--- src/rtl/bar_raster_pkg.sv ---
package bar_raster_pkg;
   typedef enum logic [1:0] {
      ST_IDLE = 2'd0,
      ST_LOAD = 2'd1,
      ST_DRAW = 2'd2
   } ctl_state_t;
endpackage

--- src/rtl/bar_page_loader.sv ---
module bar_page_loader #(
   parameter int BARS  = 8,
   parameter int HGT_W = 8,
   localparam int IDX_W = $clog2(BARS)
) (
   input  logic                  clk,
   input  logic                  rst_n,
   input  logic                  load_i,
   input  logic [IDX_W-1:0]      idx_i,
   input  logic [HGT_W-1:0]      data_i,
   output logic [BARS*HGT_W-1:0] heights_o
);
   generate
      if (BARS < 2 || (1 << IDX_W) != BARS) begin : g_bad_bars
         $error("bar_page_loader: BARS must be a power of two >= 2");
      end
   endgenerate

   genvar gi;
   generate
      for (gi = 0; gi < BARS; gi++) begin : g_slot
         logic [HGT_W-1:0] hgt_q;
         always_ff @(posedge clk or negedge rst_n) begin
            if (!rst_n) begin
               hgt_q <= '0;
            end else if (load_i && idx_i == IDX_W'(gi)) begin
               hgt_q <= data_i;
            end
         end
         assign heights_o[gi*HGT_W +: HGT_W] = hgt_q;
      end
   endgenerate
endmodule

--- src/rtl/bar_row_slicer.sv ---
module bar_row_slicer #(
   parameter int BARS  = 8,
   parameter int HGT_W = 8,
   parameter int CNT_W = 7
) (
   input  logic [BARS*HGT_W-1:0] heights_i,
   input  logic [CNT_W-1:0]      thresh_i,
   output logic [BARS-1:0]       row_o
);
   generate
      if (CNT_W > 31 || HGT_W > 31) begin : g_bad_width
         $error("bar_row_slicer: widths must stay below 32 bits");
      end
   endgenerate

   genvar gb;
   generate
      for (gb = 0; gb < BARS; gb++) begin : g_cmp
         assign row_o[gb] = (32'(heights_i[gb*HGT_W +: HGT_W]) >= 32'(thresh_i));
      end
   endgenerate
endmodule

--- src/rtl/cell_addr_gen.sv ---
module cell_addr_gen #(
   parameter int CELL_H = 12,
   parameter int RIC_W  = 4,
   parameter int CROW_W = 4
) (
   input  logic              clk,
   input  logic              rst_n,
   input  logic              init_i,
   input  logic [CROW_W-1:0] base_i,
   input  logic              step_i,
   output logic [RIC_W-1:0]  ric_o,
   output logic [CROW_W-1:0] crow_o
);
   localparam logic [RIC_W-1:0] RIC_LAST = RIC_W'(CELL_H - 1);

   generate
      if (CELL_H < 2 || CELL_H > (1 << RIC_W)) begin : g_bad_cell
         $error("cell_addr_gen: CELL_H must fit in RIC_W bits");
      end
   endgenerate

   always_ff @(posedge clk or negedge rst_n) begin
      if (!rst_n) begin
         ric_o  <= '0;
         crow_o <= '0;
      end else if (init_i) begin
         ric_o  <= '0;
         crow_o <= base_i;
      end else if (step_i) begin
         if (ric_o == RIC_LAST) begin
            ric_o  <= '0;
            crow_o <= crow_o + CROW_W'(1);
         end else begin
            ric_o <= ric_o + RIC_W'(1);
         end
      end
   end

   assert_ric_range_R6: assert property (@(posedge clk) disable iff (!rst_n)
      32'(ric_o) < CELL_H);

   assert_ric_wrap_R6: assert property (@(posedge clk) disable iff (!rst_n)
      (step_i && !init_i && ric_o == RIC_LAST) |=> (ric_o == '0 && crow_o == CROW_W'($past(crow_o) + 1'b1)));
endmodule

--- src/rtl/bar_raster_writer.sv ---
module bar_raster_writer
   import bar_raster_pkg::*;
#(
   parameter int BARS       = 8,
   parameter int DATA_W     = 8,
   parameter int CELL_H     = 12,
   parameter int HEIGHT     = 72,
   parameter int COL_W      = 5,
   parameter int CROW_W     = 4,
   parameter int RIC_W      = 4,
   parameter int HALF_CELLS = 8,
   parameter int MARGIN     = 1,
   localparam int IDX_W  = $clog2(BARS),
   localparam int CNT_W  = $clog2(HEIGHT + 1),
   localparam int BADR_W = IDX_W + 1,
   localparam int VADR_W = CROW_W + COL_W + RIC_W
) (
   input  logic              clk,
   input  logic              rst_n,
   input  logic              run_i,
   input  logic              sender_i,
   input  logic              page_i,
   input  logic [COL_W-1:0]  col_i,
   output logic [BADR_W-1:0] buf_addr_o,
   input  logic [DATA_W-1:0] buf_data_i,
   output logic              vid_we_o,
   output logic [VADR_W-1:0] vid_addr_o,
   output logic [DATA_W-1:0] vid_data_o,
   output logic              busy_o
);
   localparam logic [CROW_W-1:0] BASE_TOP = CROW_W'(MARGIN);
   localparam logic [CROW_W-1:0] BASE_BOT = CROW_W'(HALF_CELLS + MARGIN);
   localparam logic [IDX_W-1:0]  IDX_LAST = IDX_W'(BARS - 1);

   generate
      if (BARS != DATA_W) begin : g_bad_bars
         $error("bar_raster_writer: one bit per bar requires BARS == DATA_W");
      end
      if (HEIGHT != (HALF_CELLS - 2 * MARGIN) * CELL_H) begin : g_bad_height
         $error("bar_raster_writer: HEIGHT must fill a half minus its margins");
      end
      if (2 * HALF_CELLS > (1 << CROW_W)) begin : g_bad_rows
         $error("bar_raster_writer: CROW_W too small for two halves");
      end
   endgenerate

   ctl_state_t        state;
   logic              run_q;
   logic              sender_q;
   logic              page_q;
   logic [COL_W-1:0]  col_q;
   logic [IDX_W-1:0]  idx;
   logic [CNT_W-1:0]  cnt;
   logic              start;
   logic [BARS*DATA_W-1:0] heights;
   logic [RIC_W-1:0]  ric;
   logic [CROW_W-1:0] crow;
   logic [BARS-1:0]   row_bits;

   assign start = (state == ST_IDLE) && run_i && !run_q;

   always_ff @(posedge clk or negedge rst_n) begin
      if (!rst_n) begin
         state    <= ST_IDLE;
         run_q    <= 1'b0;
         sender_q <= 1'b0;
         page_q   <= 1'b0;
         col_q    <= '0;
         idx      <= '0;
         cnt      <= '0;
      end else begin
         run_q <= run_i;
         unique case (state)
            ST_IDLE: begin
               if (start) begin
                  sender_q <= sender_i;
                  page_q   <= page_i;
                  col_q    <= col_i;
                  idx      <= '0;
                  state    <= ST_LOAD;
               end
            end
            ST_LOAD: begin
               idx <= idx + IDX_W'(1);
               if (idx == IDX_LAST) begin
                  cnt   <= CNT_W'(HEIGHT);
                  state <= ST_DRAW;
               end
            end
            ST_DRAW: begin
               cnt <= cnt - CNT_W'(1);
               if (cnt == CNT_W'(1)) begin
                  state <= ST_IDLE;
               end
            end
            default: state <= ST_IDLE;
         endcase
      end
   end

   assign buf_addr_o = {page_q, idx};

   bar_page_loader #(.BARS(BARS), .HGT_W(DATA_W)) u_loader (
      .clk       (clk),
      .rst_n     (rst_n),
      .load_i    (state == ST_LOAD),
      .idx_i     (idx),
      .data_i    (buf_data_i),
      .heights_o (heights)
   );

   bar_row_slicer #(.BARS(BARS), .HGT_W(DATA_W), .CNT_W(CNT_W)) u_slicer (
      .heights_i (heights),
      .thresh_i  (cnt),
      .row_o     (row_bits)
   );

   cell_addr_gen #(.CELL_H(CELL_H), .RIC_W(RIC_W), .CROW_W(CROW_W)) u_addr (
      .clk    (clk),
      .rst_n  (rst_n),
      .init_i (state == ST_LOAD),
      .base_i (sender_q ? BASE_BOT : BASE_TOP),
      .step_i (state == ST_DRAW),
      .ric_o  (ric),
      .crow_o (crow)
   );

   assign vid_we_o   = (state == ST_DRAW);
   assign vid_addr_o = {crow, col_q, ric};
   assign vid_data_o = row_bits;
   assign busy_o     = (state != ST_IDLE);

   assert_cnt_step_R4: assert property (@(posedge clk) disable iff (!rst_n)
      (state == ST_DRAW && $past(state) == ST_DRAW) |-> cnt == CNT_W'($past(cnt) - 1'b1));

   assert_load_len_R2: assert property (@(posedge clk) disable iff (!rst_n)
      (state == ST_DRAW && $past(state) == ST_LOAD) |-> $past(idx) == IDX_LAST);

   assert_last_row_R3: assert property (@(posedge clk) disable iff (!rst_n)
      (vid_we_o && cnt == CNT_W'(1)) |=> (!vid_we_o && !busy_o));

   assert_ignore_run_R7: assert property (@(posedge clk) disable iff (!rst_n)
      (busy_o && run_i) |=> ($stable(page_q) && $stable(col_q) && $stable(sender_q)));

   assert_first_row_R6: assert property (@(posedge clk) disable iff (!rst_n)
      (vid_we_o && cnt == CNT_W'(HEIGHT)) |-> (ric == '0 && (crow == BASE_TOP || crow == BASE_BOT)));
endmodule

--- config.mk ---
export PLATFORM = sky130hd
export DESIGN_NAME = bar_raster_writer
export DESIGN_NICKNAME = d
export VERILOG_FILES = /design/src/rtl/bar_raster_pkg.sv /design/src/rtl/bar_page_loader.sv /design/src/rtl/bar_row_slicer.sv /design/src/rtl/cell_addr_gen.sv /design/src/rtl/bar_raster_writer.sv
export SDC_FILE = /design/constraint.sdc
export NUM_CORES = 1
export LEC_CHECK = 0
export BUFFER_PORTS_ARGS = -buffer_cell sky130_fd_sc_hd__buf_2
export CELL_PAD_IN_SITES_DETAIL_PLACEMENT = 0
export CELL_PAD_IN_SITES_GLOBAL_PLACEMENT = 1
export CORE_UTILIZATION = 30
export DETAILED_ROUTE_END_ITERATION = 10
export GPL_ROUTABILITY_DRIVEN = 0
export PLACE_DENSITY = 0.53
export SLEW_MARGIN = 5
export SYNTH_ARGS = -nofsm -noshare
export SYNTH_HDL_FRONTEND = slang
export SYNTH_SLANG_ARGS = --single-unit
--- constraint.sdc ---
create_clock -name clk -period 3.97 [get_ports clk]
set_input_delay 0.794 -clock clk [delete_from_list [all_inputs] [get_ports clk]]
set_output_delay 0.794 -clock clk [all_outputs]
set_load 0.01 [all_outputs]
* Word-level counts from Yosys, hierarchy flattened
Index checks and enable logic that the tools add are counted.
** Storage, ports and cells
- Flip-flop bits (word level) :: 92
- Latch bits :: 0
- Bits in writable memories :: 0
- Memory bits (read-only) :: 0
- Output and inout port bits :: 27
- Logic and storage cells :: 80
- Memories kept :: 0
** Cells by class
- $add $sub $neg :: 4
- Multiply operators :: 0
- Div/mod/pow operators :: 0
- Magnitude comparators :: 8
- Equality and inequality tests :: 14
- Shifts and indexed selects :: 0
- Muxes and demuxes :: 15
- Bitwise logic cells :: 0
- Reduce and logical (&&, ||, !) cells :: 22
** Operator list (count)
- 8-bit by 7-bit >= comparator with 1-bit output :: 8
- 4-bit 2-to-1 mux :: 7
- 7-bit case mux with 2 select lines :: 1
- 3-bit equality test, second input constant :: 4
- 1-bit logical AND :: 10
- 4-bit by 1-bit adder with 4-bit output, second input constant :: 2
- 2-bit AND reduction :: 4
- 2-bit nonzero test :: 4
- 7-bit by 1-bit equality test with 1-bit output, second input constant :: 1
- 7-bit 2-to-1 mux :: 1
- 7-bit by 1-bit subtractor with 7-bit output, second input constant :: 1
- 3-bit by 2-bit equality test with 1-bit output, second input constant :: 2
- 2-bit 2-to-1 mux :: 3
- 2-bit case mux with 3 select lines :: 1
- 3-bit case mux with 2 select lines :: 1
- 4-bit equality test, second input constant :: 1
- 2-bit != test, second input constant :: 2
- 3-bit by 1-bit adder with 3-bit output, second input constant :: 1
- 3-bit by 1-bit equality test with 1-bit output, second input constant :: 1
- 3-bit logical NOT :: 1
- 3-bit 2-to-1 mux :: 1
- 3-bit AND reduction :: 1
- 2-bit by 1-bit equality test with 1-bit output, second input constant :: 1
- 2-bit equality test, second input constant :: 1
- other kinds (3) :: 3

* Logic depth before layout (Yosys ltp)
Gate-level depths: netlist (run 1).
- Word-level depth :: 5
- Depth in mapped cells :: 8
- Depth with buffers taken out :: 6

* By module
From an unflattened synthesis (run 1), not the netlist that was laid out.
** Unflattened totals
- Cell total of the unflattened synthesis :: 403
- Area total of the unflattened synthesis :: 5027.3 um^2
** Modules (own cells, without submodules)
- bar_page_loader :: instances 1, cells each 143, area each 2452.4 um^2, seq. area each 1601.5 um^2
- bar_row_slicer :: instances 1, cells each 142, area each 1223.7 um^2, seq. area each 0.0 um^2
- bar_raster_writer :: instances 1, cells each 77, area each 912.1 um^2, seq. area each 500.5 um^2
- cell_addr_gen :: instances 1, cells each 41, area each 439.2 um^2, seq. area each 200.2 um^2

* Least setup slack after synthesis (run 1)
Ideal clock, no wire load.
- Kind :: register to output
- Start point :: register cnt[0]
- End point :: output vid_data_o[0]
- Arrival time :: 1499 ps
- Required time :: 3176 ps
- Setup slack :: 1677 ps
- Stages on the path, launching flop included :: 6
- Path buffers :: 0
- Cell sequence :: dfrtp_1 ha_1 nand2b_1 a211o_1 a21oi_1 o21ai_0
** Between the ends
- Longest elaborated chain between the ends :: 1
** RTL lines
- start, declared :: line bar_raster_writer.sv:53 : logic [CNT_W-1:0] cnt;
- start signal, assigned :: line bar_raster_writer.sv:86 : cnt <= CNT_W'(HEIGHT);
- start signal, assigned :: line bar_raster_writer.sv:91 : cnt <= cnt - CNT_W'(1);
- 8-bit by 7-bit >= comparator with 1-bit output :: line bar_row_slicer.sv:19 : assign row_o[gb] = (32'(heights_i[gb*HGT_W +: HGT_W]) >= 32'(thresh_i));
- end, declared :: line bar_raster_writer.sv:28 : output logic [DATA_W-1:0] vid_data_o,
No other way between the ends.

* Final worst setup path (run 1)
Same ends and word-level chain as after synthesis.

==> out/results.md, run 1 <==
• 3 — count of H-tree levels built during CTS
• 0 — Resize count post-CTS
• ha_1 -> nand2b_1 -> a211o_1 -> a21oi_1 -> o21ai_0 -> buf_2 — CP Cell Sequence
• 0.6808 ns — worst-margin pin slew
• 524 — post-synth net total
• 707 — count of placed standard cells in the final layout, fillers left out
• 92 — Sink Count
• 14.71% — GR Util All Layers
• 8.538 mm — half-perimeter wire length after placement
• 3.056 ns — Tmin final
• 1.559 mW — switching power
• 133.5 µm — Die Span Y
• 2.714 nW — Static Leakage
• 2.917 mW — cell-internal power
• 15.38% — Area growth syn-to-layout
• 44.41% — sequential fraction of the synthesis area
• 327.3 MHz — maximum clock frequency
• 0 — DRC violations left
• 0 — EDFF count, synth
• 0 — count of inserted antenna diode cells
• 35.81% — Final Util
• 692 — number of placed cells counting well taps
• 5184 µm² — combined area of all synthesized cells
• sky130_fd_sc_hd__dfrtp_1 — most common cell after layout, fill and taps aside
• 45 — Synth cell types
• 0.007992 ns — Final Skew
• 16,700 µm² — Placeable Area
• 3,498 — total via count after detailed routing
• 9 — total clock buffers created by CTS
• 0.35 ns — clk_lat worst skew
• 436 — cell count after synthesis
• 1.253 ns — post-placement worst setup slack
• 0 — total of max-cap violations
• 36.2% — sequential cell fraction of total power
• 571 — number of nets in the finished design
• 0 — post-route antenna net violation count
• state[1] — Worst R2R Start
• 34.83% — share of total power consumed by net switching
• 133.5 µm — Die X
• 31.04% — Initial Utilization
• 47 — Cell Rows
• 0 — max-slew violation count
• finished, final reports clean — result of the run
• 2 — worst-case clock buffer depth
• 748.4 nW/µm² — total power density per cell area
• flip-flop — crit path launch type
• 48 — pin count of the biggest net entering global routing
• 0 — final-report hold violation count
• 7 — worst-case reg-to-reg path depth
• 0.2883 mV — Peak VDD IR
• sky130_fd_sc_hd__dfrtp_1 — prevailing post-synth register cell
• 21.3% — clock network fraction of total power
• 92 — number of synthesized register bits
• 1.72 ns — r2r setup slk
• 112 — violation count after the first detailed-routing iteration
• 76.97% — share of the clock period used by the worst path after layout
• 11.89 µm² — average size of a mapped cell
• 0.07 ns — clock input transition at the sequential cells of the worst setup and hold paths
• 0.4785 ns — final hold slack
• 100.0% — fraction of registers with async set/reset
• 19.86 mm — global-route wire length before repair
• 42.5% — portion of total power attributed to combinational logic
• 28.95% — fraction of layout cells with a size suffix above 1
• 0 — total of warnings raised by yosys
• sky130_fd_sc_hd__dfrtp_1 — Max stage delay cell, worst path
• primary output — Critical Path Sink Type
• 0 — Final setup viols
• 45 — I/O Pins
• 54.61% — Max-Slew Margin vs Limit
• flip-flop to primary output — type of the worst setup path
• 11.92 mm — Detailed Route WL
• 0 — number of buffers added for setup after CTS
• no — setup repair after global routing missed its margin
• 17,810 µm² — floorplan die area
• 44 — number of I/O port buffers
• 0 — number of antenna violations at the first check in global routing
• built — CTS tree
• 3.18 ns — Crit path required time
• 16.86 µm — detail-routed net length per standard cell
• 14 — peak fanout along the critical path
• input pin to async pin — HP Class
• 3,633 — via count of the first global-routing pass
• 0 — total of hold buffers inserted after clock tree synthesis
• sky130_fd_sc_hd__clkbuf_16 — clock tree root buffer cell
• 0 — total grt overflow
• sky130_fd_sc_hd__dfrtp_1, sky130_fd_sc_hd__mux2_2, sky130_fd_sc_hd__ha_1 — top library cells by usage in the layout, fill and taps aside
• 0 ns — TNS Setup
• 4.948 — ratio of routed vias to standard cells
• 4 — detailed-routing iteration count for the pre-antenna-repair pass
• 0.72 ns — delay contributed by the slowest stage of the critical path
• cnt[6] — endpoint of the worst register-to-register path
• 2.26 ns — worst path arrival time
• 0.9145 ns — final setup margin
## registers in the layout (all words and copies together), names as in the netlist
| name | cells |
|---|---|
| state | 2 |
| run_q | 1 |
| u_addr.ric_o | 4 |
| sender_q | 1 |
| page_q | 1 |
| col_q | 5 |
| u_addr.crow_o | 4 |
| idx | 3 |
| cnt | 7 |
| u_loader.g_slot.hgt_q | 64 |
## layer usage
layer  global-route usage, %  vias up  wire length [µm]
li1                        -     1687                 -
met2                   23.64       33              5686
met5                       0        -                 0
met3                   2.740       11               271
met1                   19.84     1767              5789
met4                   4.924        0               171
## layout make-up
| class | count | area, µm² |
|---|---|---|
| Fill cell | 1691 | 10720 |
| Timing Repair Buffer | 47 | 245.2 |
| Inverter | 29 | 108.9 |
| Clock inverter | 5 | 85.08 |
| Multi-Input combinational cell | 304 | 2725 |
| Clock buffer | 10 | 239.0 |
| Tap cell | 220 | 275.3 |
| Sequential cell | 92 | 2302 |
## how the worst max path moves through the flow
stage	cells after the start	end	start	slack (ns)
6_report	6	vid_data_o[0]	cnt[0]	0.91
3_5_place_dp	6	vid_data_o[0]	cnt[0]	1.25
4_1_cts	6	vid_data_o[0]	cnt[0]	0.86
2_1_floorplan	5	vid_data_o[0]	cnt[0]	1.68
5_1_grt	6	vid_data_o[0]	cnt[0]	0.71
3_3_place_gp	6	vid_data_o[0]	cnt[0]	1.29
## Yosys cell counts (2+ instances only)
cell | n | area, µm²
sky130_fd_sc_hd__a21o_1 | 8 | 60.06
sky130_fd_sc_hd__mux2i_1 | 4 | 40.04
sky130_fd_sc_hd__inv_1 | 29 | 108.9
sky130_fd_sc_hd__nor2b_1 | 6 | 37.54
sky130_fd_sc_hd__ha_1 | 70 | 875.8
sky130_fd_sc_hd__dfrtp_1 | 92 | 2302
sky130_fd_sc_hd__nor2_1 | 8 | 30.03
sky130_fd_sc_hd__a211o_1 | 8 | 70.07
sky130_fd_sc_hd__nand4_1 | 2 | 12.51
sky130_fd_sc_hd__nand2_1 | 13 | 48.80
sky130_fd_sc_hd__a211oi_1 | 8 | 60.06
sky130_fd_sc_hd__a31oi_1 | 5 | 31.28
sky130_fd_sc_hd__o21ai_0 | 18 | 90.09
sky130_fd_sc_hd__nand3b_1 | 2 | 15.01
sky130_fd_sc_hd__o21a_1 | 9 | 67.56
sky130_fd_sc_hd__a21oi_1 | 14 | 70.07
sky130_fd_sc_hd__and4_1 | 2 | 17.52
sky130_fd_sc_hd__buf_2 | 2 | 10.01
sky130_fd_sc_hd__clkbuf_1 | 7 | 26.28
sky130_fd_sc_hd__nand3_1 | 19 | 95.09
sky130_fd_sc_hd__o22ai_1 | 5 | 31.28
sky130_fd_sc_hd__mux2_2 | 71 | 799.5
sky130_fd_sc_hd__or3_1 | 2 | 12.51
sky130_fd_sc_hd__nand2b_1 | 11 | 68.82
## power by group through the flow
stage,registers (mW),logic (mW),clock network (mW)
after global placement,1.63,1.88,0
final,1.62,1.90,0.954
after detailed placement,1.65,1.93,0
after CTS,1.63,1.94,0.989
after global routing,1.68,2.17,1.03
after floorplan,1.60,1.42,0
## metrics by stage
step / instance area (µm²) / total power [mW]
after global routing: 5981 / 4.883
final: 5981 / 4.476
after CTS: 5981 / 4.558
after detailed placement: 5657 / 3.578
after global placement: 5657 / 3.507
after floorplan: 5184 / 3.019
## worst max-delay path, delay by kind of cell, from the launching register on
family / cells / cell delay [ns]
DFF: 1 / 0.72
AOI/OAI and AO/OA: 3 / 0.56
adders and majority gates: 1 / 0.33
and+or+nand+nor: 1 / 0.15
buffers and inverters: 1 / 0.15
## logic make-up after synthesis
family | Yosys count | share of synthesized area, %
simple gates | 71 | 7.483
fa+ha+maj | 70 | 16.90
compound gates | 86 | 11.54
flops | 92 | 44.41
xor+xnor | 1 | 0.1690
mux | 76 | 16.49
buf+inv | 40 | 3.017
No activity file was read; power rests on OpenSTA's default activity.
==> run 2, diff against run 1 <==
==> constraint.sdc (replaced) <==
create_clock -name clk -period 3.1 [get_ports clk]
set_input_delay 0.62 -clock clk [delete_from_list [all_inputs] [get_ports clk]]
set_output_delay 0.62 -clock clk [all_outputs]
set_load 0.01 [all_outputs]
==> run 2 against run 1 <==
Largest power group unchanged. First-iteration DRC count up 30%. Clock-buffer cell count unchanged. Worst setup slack worse by 0.68 ns. Utilization down 0.060 points. Final cell count up 0.14%. Via count down 0.89%. Total power up 26%. Wire length down 0.43%. Design area down 0.17%.
==> out/results.md, run 2 (synthesis gave the netlist of run 1 again) <==
• 0.5785 ns — post-placement worst setup slack, -0.6748 ns
• 708 — count of placed standard cells in the final layout, fillers left out, +0.14%
• 0 — Resize count post-CTS, unchanged
• 52.39% — Max-Slew Margin vs Limit, -2.2 points
• 133.5 µm — Die X, unchanged
• 0 — Final setup viols, unchanged
• 0 — number of buffers added for setup after CTS, unchanged
• 35.75% — Final Util, -0.060 points
• no — setup repair after global routing missed its margin
• 0 — total grt overflow, unchanged
• primary output — Critical Path Sink Type
• 0 — number of antenna violations at the first check in global routing, unchanged
• 9 — total clock buffers created by CTS, unchanged
• 29.10% — fraction of layout cells with a size suffix above 1, +0.15 points
• flip-flop to primary output — type of the worst setup path
• 0.4231 mV — Peak VDD IR, +47%
• 571 — number of nets in the finished design, unchanged
• 0 — count of inserted antenna diode cells, unchanged
• 18.82% — met1 track demand over resource in global routing, -1.0 points
• 348.5 MHz — maximum clock frequency
• 14 — peak fanout along the critical path, unchanged
• 16.76 µm — detail-routed net length per standard cell, -0.57%
• 0 — total of hold buffers inserted after clock tree synthesis, unchanged
• 19.61 mm — global-route wire length before repair, -1.3%
• 692 — number of placed cells counting well taps, unchanged
• 2.716 nW — Static Leakage, about the same
• 15.18% — Area growth syn-to-layout
• 2.892% — fraction of met3 tracks used by global routing, +0.15 points
• 0 ns — TNS Setup, unchanged
• 0.2309 ns — final setup margin, -0.6835 ns
• 45 — I/O Pins, unchanged
• 944.4 nW/µm² — total power density per cell area, +26%
• 47 — Cell Rows, unchanged
• met2 — most used routing layer
• 3,622 — via count of the first global-routing pass, -0.30%
• 3 — count of H-tree levels built during CTS, unchanged
• u_loader.g_slot.hgt_q: 64 flops, cnt: 7 flops, col_q: 5 flops — largest registers
• 11.87 mm — Detailed Route WL, -0.43%
• 4.897 — ratio of routed vias to standard cells, -1.0%
• 133.5 µm — Die Span Y, unchanged
• 44 — number of I/O port buffers, unchanged
• u_loader.g_slot.hgt_q — Largest Register
• sky130_fd_sc_hd__dfrtp_1 — most common cell after layout, fill and taps aside
• 0 — total of max-cap violations, unchanged
• 64 — max reg flops, unchanged
• 0.007033 ns — Final Skew, -0.0009591 ns
• built — CTS tree
• 41 — pin count of the biggest net entering global routing, -15%
• 31.04% — Initial Utilization, unchanged
• 0 — DRC violations left, unchanged
• 2.25 ns — worst path arrival time, about the same
• 3,467 — total via count after detailed routing, -0.89%
• 0 — max-slew violation count, unchanged
• input pin to async pin — HP Class
• 0.07 ns — clock input transition at the sequential cells of the worst setup and hold paths, about the same
• flip-flop — crit path launch type
• sky130_fd_sc_hd__dfrtp_1, sky130_fd_sc_hd__mux2_2, sky130_fd_sc_hd__ha_1 — top library cells by usage in the layout, fill and taps aside
• 2 — worst-case clock buffer depth, unchanged
• 0.35 ns — clk_lat worst skew, about the same
• 14.41% — GR Util All Layers, -0.29 points
• 17,810 µm² — floorplan die area, unchanged
• 0 — final-report hold violation count, unchanged
• 146 — violation count after the first detailed-routing iteration, +30%
• 92 — Sink Count, unchanged
• 8.489 mm — half-perimeter wire length after placement, -0.57%
• sky130_fd_sc_hd__clkbuf_16 — clock tree root buffer cell
• 92.55% — share of the clock period used by the worst path after layout
• 2.869 ns — Tmin final
• 2.48 ns — Crit path required time, -0.70 ns
• 4 — detailed-routing iteration count for the pre-antenna-repair pass, unchanged
• finished, final reports clean — result of the run
• 5.639 mW — total chip power, +26%
• 23.61% — met2 GRT Util, -0.029 points
• 0.7142 ns — worst-margin pin slew, +0.03333 ns
• 16,700 µm² — Placeable Area, unchanged
• 0 — post-route antenna net violation count, unchanged
[run 2: cell types whose count changed in the layout (fill, tap and decap cells not counted), sizes merged]
cell,previous run,this run
clkinv,1,4
bufinv,2,1
clkinvlp,1,0
[run 2: routing by layer]
| metal | wire, µm | vias to the layer above | part of all wire (%) |
|---|---|---|---|
| li1 | - | 1688 | - |
| met1 | 5535 | 1727 | 47 |
| met2 | 5802 | 40 | 49 |
| met5 | 0 | - | 0 |
| met3 | 325 | 12 | 2.7 |
| met4 | 204 | 0 | 1.7 |
[run 2: layout make-up]
type	count	area (µm²)
Clock buffer	10	239.0
Clock inverter	6	62.56
Fill cell	1677	10730
Tap cell	220	275.3
Multi-Input combinational cell	304	2725
Timing Repair Buffer	47	257.7
Sequential cell	92	2302
Inverter	29	108.9
[run 2: critical path, cell delays in order, from the launching register on]
cell,delay [ns]
sky130_fd_sc_hd__dfrtp_1,0.72
sky130_fd_sc_hd__ha_1,0.33
sky130_fd_sc_hd__nand2b_1,0.14
sky130_fd_sc_hd__a211o_1,0.29
sky130_fd_sc_hd__a21oi_1,0.14
sky130_fd_sc_hd__o21ai_0,0.12
sky130_fd_sc_hd__buf_2,0.16
[run 2: metrics by stage]
step                      hold WS, ns  instance area [µm²]
after floorplan                0.3244                 5184
after global placement         0.4843                 5669
after detailed placement       0.4938                 5669
after CTS                      0.1852                 5971
after global routing           0.1973                 5971
final                          0.1799                 5971
[run 2: final timing paths]
path                                          endpoint  slack (ns)  depth (start not counted)      from
max                                      vid_data_o[3]        0.23                          6    cnt[0]
max in group asynchronous             u_addr.crow_o[1]        2.20                          2     rst_n
min                        u_loader.g_slot[3].hgt_q[7]        0.18                          1     rst_n
max reg2reg                                     cnt[6]        1.00                          6    idx[0]
min in group clk                                 run_q        0.39                          1     run_i
min reg2reg                                   col_q[4]        0.50                          1  col_q[4]
[run 2: report_power, final]
part / switching [mW] / leakage, nW / internal (mW) / total [mW]
Clock: 0.491 / 0.153 / 0.647 / 1.14
Combinational: 1.16 / 1.47 / 1.25 / 2.42
Sequential: 0.332 / 1.09 / 1.75 / 2.08
==> run 3, diff against run 2 <==
--- a/config.mk
+++ b/config.mk
@@ -5,13 +5,14 @@
 export SDC_FILE = /design/constraint.sdc
 export NUM_CORES = 1
 export LEC_CHECK = 0
+export ABC_AREA = 1
 export BUFFER_PORTS_ARGS = -buffer_cell sky130_fd_sc_hd__buf_2
 export CELL_PAD_IN_SITES_DETAIL_PLACEMENT = 0
 export CELL_PAD_IN_SITES_GLOBAL_PLACEMENT = 1
 export CORE_UTILIZATION = 30
 export DETAILED_ROUTE_END_ITERATION = 10
 export GPL_ROUTABILITY_DRIVEN = 0
-export PLACE_DENSITY = 0.53
+export PLACE_DENSITY = 0.56
 export SLEW_MARGIN = 5
 export SYNTH_ARGS = -nofsm -noshare
 export SYNTH_HDL_FRONTEND = slang
==> run 3 against run 2 <==
Clock-buffer cell count is 1 higher. Utilization is 0.41 points lower. Critical path type unchanged. Die area is 1.5% lower. Area after synthesis is 1.5% lower. Sequential power hardly changed. Global-route usage is 0.99 points higher. Critical path depth is 1 higher. Wire length is 6.0% higher.
==> out/results.md, run 3 <==
• 9 — total clock buffers created by CTS, unchanged
• 2302 µm² — FF+latch area, unchanged
• 3,996 — total via count after detailed routing, +15%
• sky130_fd_sc_hd__inv_1 — Max stage delay cell, worst path
• 0.7421 ns — post-placement worst setup slack, +0.1635 ns
• 993.7 nW/µm² — total power density per cell area, +5.2%
• 8.623 µm² — average size of a mapped cell, -27%
• 3 — count of H-tree levels built during CTS, unchanged
• 3.414 mW — cell-internal power, -6.6%
• 64 — max reg flops, unchanged
• 15.41% — GR Util All Layers, +0.99 points
• 2467 µm² — multi-input combinational cell area, -9.5%
• 16,580 µm² — Placeable Area, -0.70%
• 41.37% — share of total power consumed by net switching, +6.2 points
• 5105 µm² — combined area of all synthesized cells, -1.5%
• 5 — detailed-routing iteration count for the pre-antenna-repair pass, +1
• 19.6% — clock network fraction of total power, -0.6 points
• 0.6575 ns — worst-margin pin slew, -0.05666 ns
• 132.4 µm — Die X, -0.75%
• 56.17% — Max-Slew Margin vs Limit, +3.8 points
• 9 — peak fanout along the critical path, -5
• sky130_fd_sc_hd__nand2_1, sky130_fd_sc_hd__dfrtp_1, sky130_fd_sc_hd__o21ai_0 — top library cells by usage in the layout, fill and taps aside
• 5.824 mW — total chip power, +3.3%
• 0 — Final setup viols, unchanged
• 45.10% — sequential fraction of the synthesis area, +0.69 points
• built — CTS tree
• 45 — I/O Pins, unchanged
• sky130_fd_sc_hd__dfrtp_1 — prevailing post-synth register cell
• no — setup repair after global routing missed its margin
• flip-flop — crit path launch type
• 132.4 µm — Die Span Y, -0.75%
• sky130_fd_sc_hd__nand2_1 — most common cell after layout, fill and taps aside
• flip-flop to primary output — type of the worst setup path
• 0 — total of hold buffers inserted after clock tree synthesis, unchanged
• 1,725 — fill cell instance count of the final layout, +2.9%
• sky130_fd_sc_hd__dfrtp_1 — Synth area leader
• 44 — number of I/O port buffers, unchanged
• sky130_fd_sc_hd__clkbuf_16 — clock tree root buffer cell
• u_loader.g_slot.hgt_q: 64 flops, cnt: 7 flops, col_q: 5 flops — largest registers
• 0.35 ns — clk_lat worst skew, about the same
• 0.009743 ns — Final Skew, +0.002710 ns
• 44.7% — portion of total power attributed to combinational logic, +1.9 points
• 17,540 µm² — floorplan die area, -1.5%
• 35.7% — sequential cell fraction of total power, -1.3 points
• input pin to async pin — HP Class
• 8.780 mm — half-perimeter wire length after placement, +3.4%
• sky130_fd_sc_hd__nand2_1 — count leader, synth
• 0.3148 mV — Peak VDD IR, -26%
• 0 — Resize count post-CTS, unchanged
• sky130_fd_sc_hd__nand2_1, sky130_fd_sc_hd__dfrtp_1, sky130_fd_sc_hd__o21ai_0 — top cells by instance count after synthesis
• 0 — post-route antenna net violation count, unchanged
• buffers and inverters — critical path's top delay family
• 2.48 ns — Crit path required time, about the same
• 45.10% — share of the synthesized area in the top cell type, +0.69 points
• 3 — Buffers & Inverters on Critical Path, +2
• 47 — Cell Rows, unchanged
• 4.636 — ratio of routed vias to standard cells, -5.3%
• 20.61 mm — global-route wire length before repair, +5.1%
• sky130_fd_sc_hd__inv_1 — cell type with the highest occurrence count on the critical path
• 0 — number of antenna violations at the first check in global routing, unchanged
• 24 — Synth cell types, -47%
• 201 — violation count after the first detailed-routing iteration, +38%
• 11.06% — fraction of layout cells with a size suffix above 1, -18 points
• 2.706 ns — Tmin final, -0.1632 ns
• 0 — total grt overflow, unchanged
• sky130_fd_sc_hd__dfrtp_1, sky130_fd_sc_hd__ha_1, sky130_fd_sc_hd__nand2_1 — Synth area leaders
• 100.0% — fraction of registers with async set/reset, unchanged
• 87.29% — share of the clock period used by the worst path after layout, -5.3 points
• 725 — number of nets in the finished design, +27%
• 3.016 nW — Static Leakage, +11%
• 0.07 ns — clock input transition at the sequential cells of the worst setup and hold paths, about the same
• finished, final reports clean — result of the run
• 0 — number of buffers added for setup after CTS, unchanged
• 12.58 mm — Detailed Route WL, +6.0%
• 2.409 mW — switching power, +21%
• 680 — post-synth net total, +30%
• 14.80% — Area growth syn-to-layout
• 0 — total of max-cap violations, unchanged
• 92 — Sink Count, unchanged
• 3,775 — via count of the first global-routing pass, +4.2%
• 92 — number of synthesized register bits, unchanged
• 2.09 ns — worst path arrival time, -0.16 ns
• 369.6 MHz — maximum clock frequency, +6.0%
• 0.40 ns — delay contributed by the slowest stage of the critical path, -0.32 ns
• 30.78% — Initial Utilization, -0.26 points
• 0 — max-slew violation count, unchanged
• 49 — pin count of the biggest net entering global routing, +20%
• 0.3941 ns — final setup margin, +0.1632 ns
• 0 ns — TNS Setup, unchanged
• 0 — EDFF count, synth, unchanged
• 592 — cell count after synthesis, +36%
• inv_1 -> ha_1 -> inv_1 -> nor3_1 -> nand4_1 -> nand3_1 -> buf_2 — CP Cell Sequence
• 0.2848 ns — final hold slack, +0.1049 ns
• 0 — total of warnings raised by yosys, unchanged
• 0 — count of inserted antenna diode cells, unchanged
• 0 — DRC violations left, unchanged
• u_loader.g_slot.hgt_q — Largest Register
• 0 — final-report hold violation count, unchanged
• 14.60 µm — detail-routed net length per standard cell, -13%
• primary output — Critical Path Sink Type
• 2 — worst-case clock buffer depth, unchanged
==> run 3: cell types whose count changed in the layout (fill, tap and decap cells not counted), moves of 11 or more <==
cell                       delta
sky130_fd_sc_hd__nor3_1      +14
sky130_fd_sc_hd__nand2_1    +146
sky130_fd_sc_hd__inv_1       +39
sky130_fd_sc_hd__nand2b_1    -11
sky130_fd_sc_hd__o21ai_0     +62
sky130_fd_sc_hd__nor2_1      +13
sky130_fd_sc_hd__mux2_2      -71
==> run 3: final cells by class <==
type / count / area share, %
Tap cell: 220 / 4.697
Inverter: 68 / 4.355
Timing Repair Buffer: 47 / 4.398
Clock buffer: 11 / 4.313
Multi-Input combinational cell: 419 / 42.10
Sequential cell: 92 / 39.28
Clock inverter: 5 / 0.8540
==> run 3: metal layers <==
metal	GRT usage, %	vias up	part of all wire (%)
met3	4.330	11	4.7
met4	4.087	0	1.0
met2	24.27	81	45
met5	0	-	0
met1	20.71	1866	50
li1	-	2038	-
==> run 3: power by group through the flow <==
stage / combinational, mW / clock [mW] / sequential (mW)
floorplan: 1.92 / 0 / 2.04
global placement: 2.59 / 0 / 2.10
detailed placement: 2.65 / 0 / 2.10
CTS: 2.66 / 1.19 / 2.09
global route: 3.10 / 1.23 / 2.16
finish: 2.60 / 1.14 / 2.08
==> run 3: worst reg2reg max path, delay by kind of cell, from the launching register on <==
kind                     cells  cell delay [ns]
adder cells (fa/ha/maj)      1             0.59
flip-flops                   1             0.40
buffers and inverters        1             0.11
AO/OA/AOI/OAI                2             0.42
AND/OR/NAND/NOR              3             0.59
==> run 3: path summary, 6_finish.rpt <==
| check | end | slack (ns) | depth (start not counted) | from |
|---|---|---|---|---|
| worst max-delay path | vid_data_o[6] | 0.39 | 7 | cnt[6] |
| worst min-delay path | u_loader.g_slot[4].hgt_q[3] | 0.28 | 1 | rst_n |
| min in group clk | col_q[1] | 0.47 | 2 | col_q[1] |
| max in group asynchronous | state[1] | 2.12 | 2 | rst_n |
| worst max register to register | cnt[6] | 0.89 | 7 | state[1] |
| worst min register to register | col_q[1] | 0.47 | 2 | col_q[1] |
==> run 3: kinds of logic (layout without fill, tap and decap cells) <==
family / after synthesis / in the layout / share of synthesized area [%]
buf+inv: 81 / 131 / 6.569
simple gates: 237 / 237 / 19.53
xor+xnor: 3 / 3 / 0.5148
fa+ha+maj: 70 / 70 / 17.16
compound gates: 109 / 109 / 11.13
flops: 92 / 92 / 45.10
==> run 3: stage by stage <==
step                      instance area (µm²)  util [%]  instances
after CTS                                5861     35.34        862
after global placement                   5558     33.51        846
after detailed placement                 5558     33.51        846
final                                    5861     35.34        862
after global routing                     5861     35.34        862
after floorplan                          5105         -        592
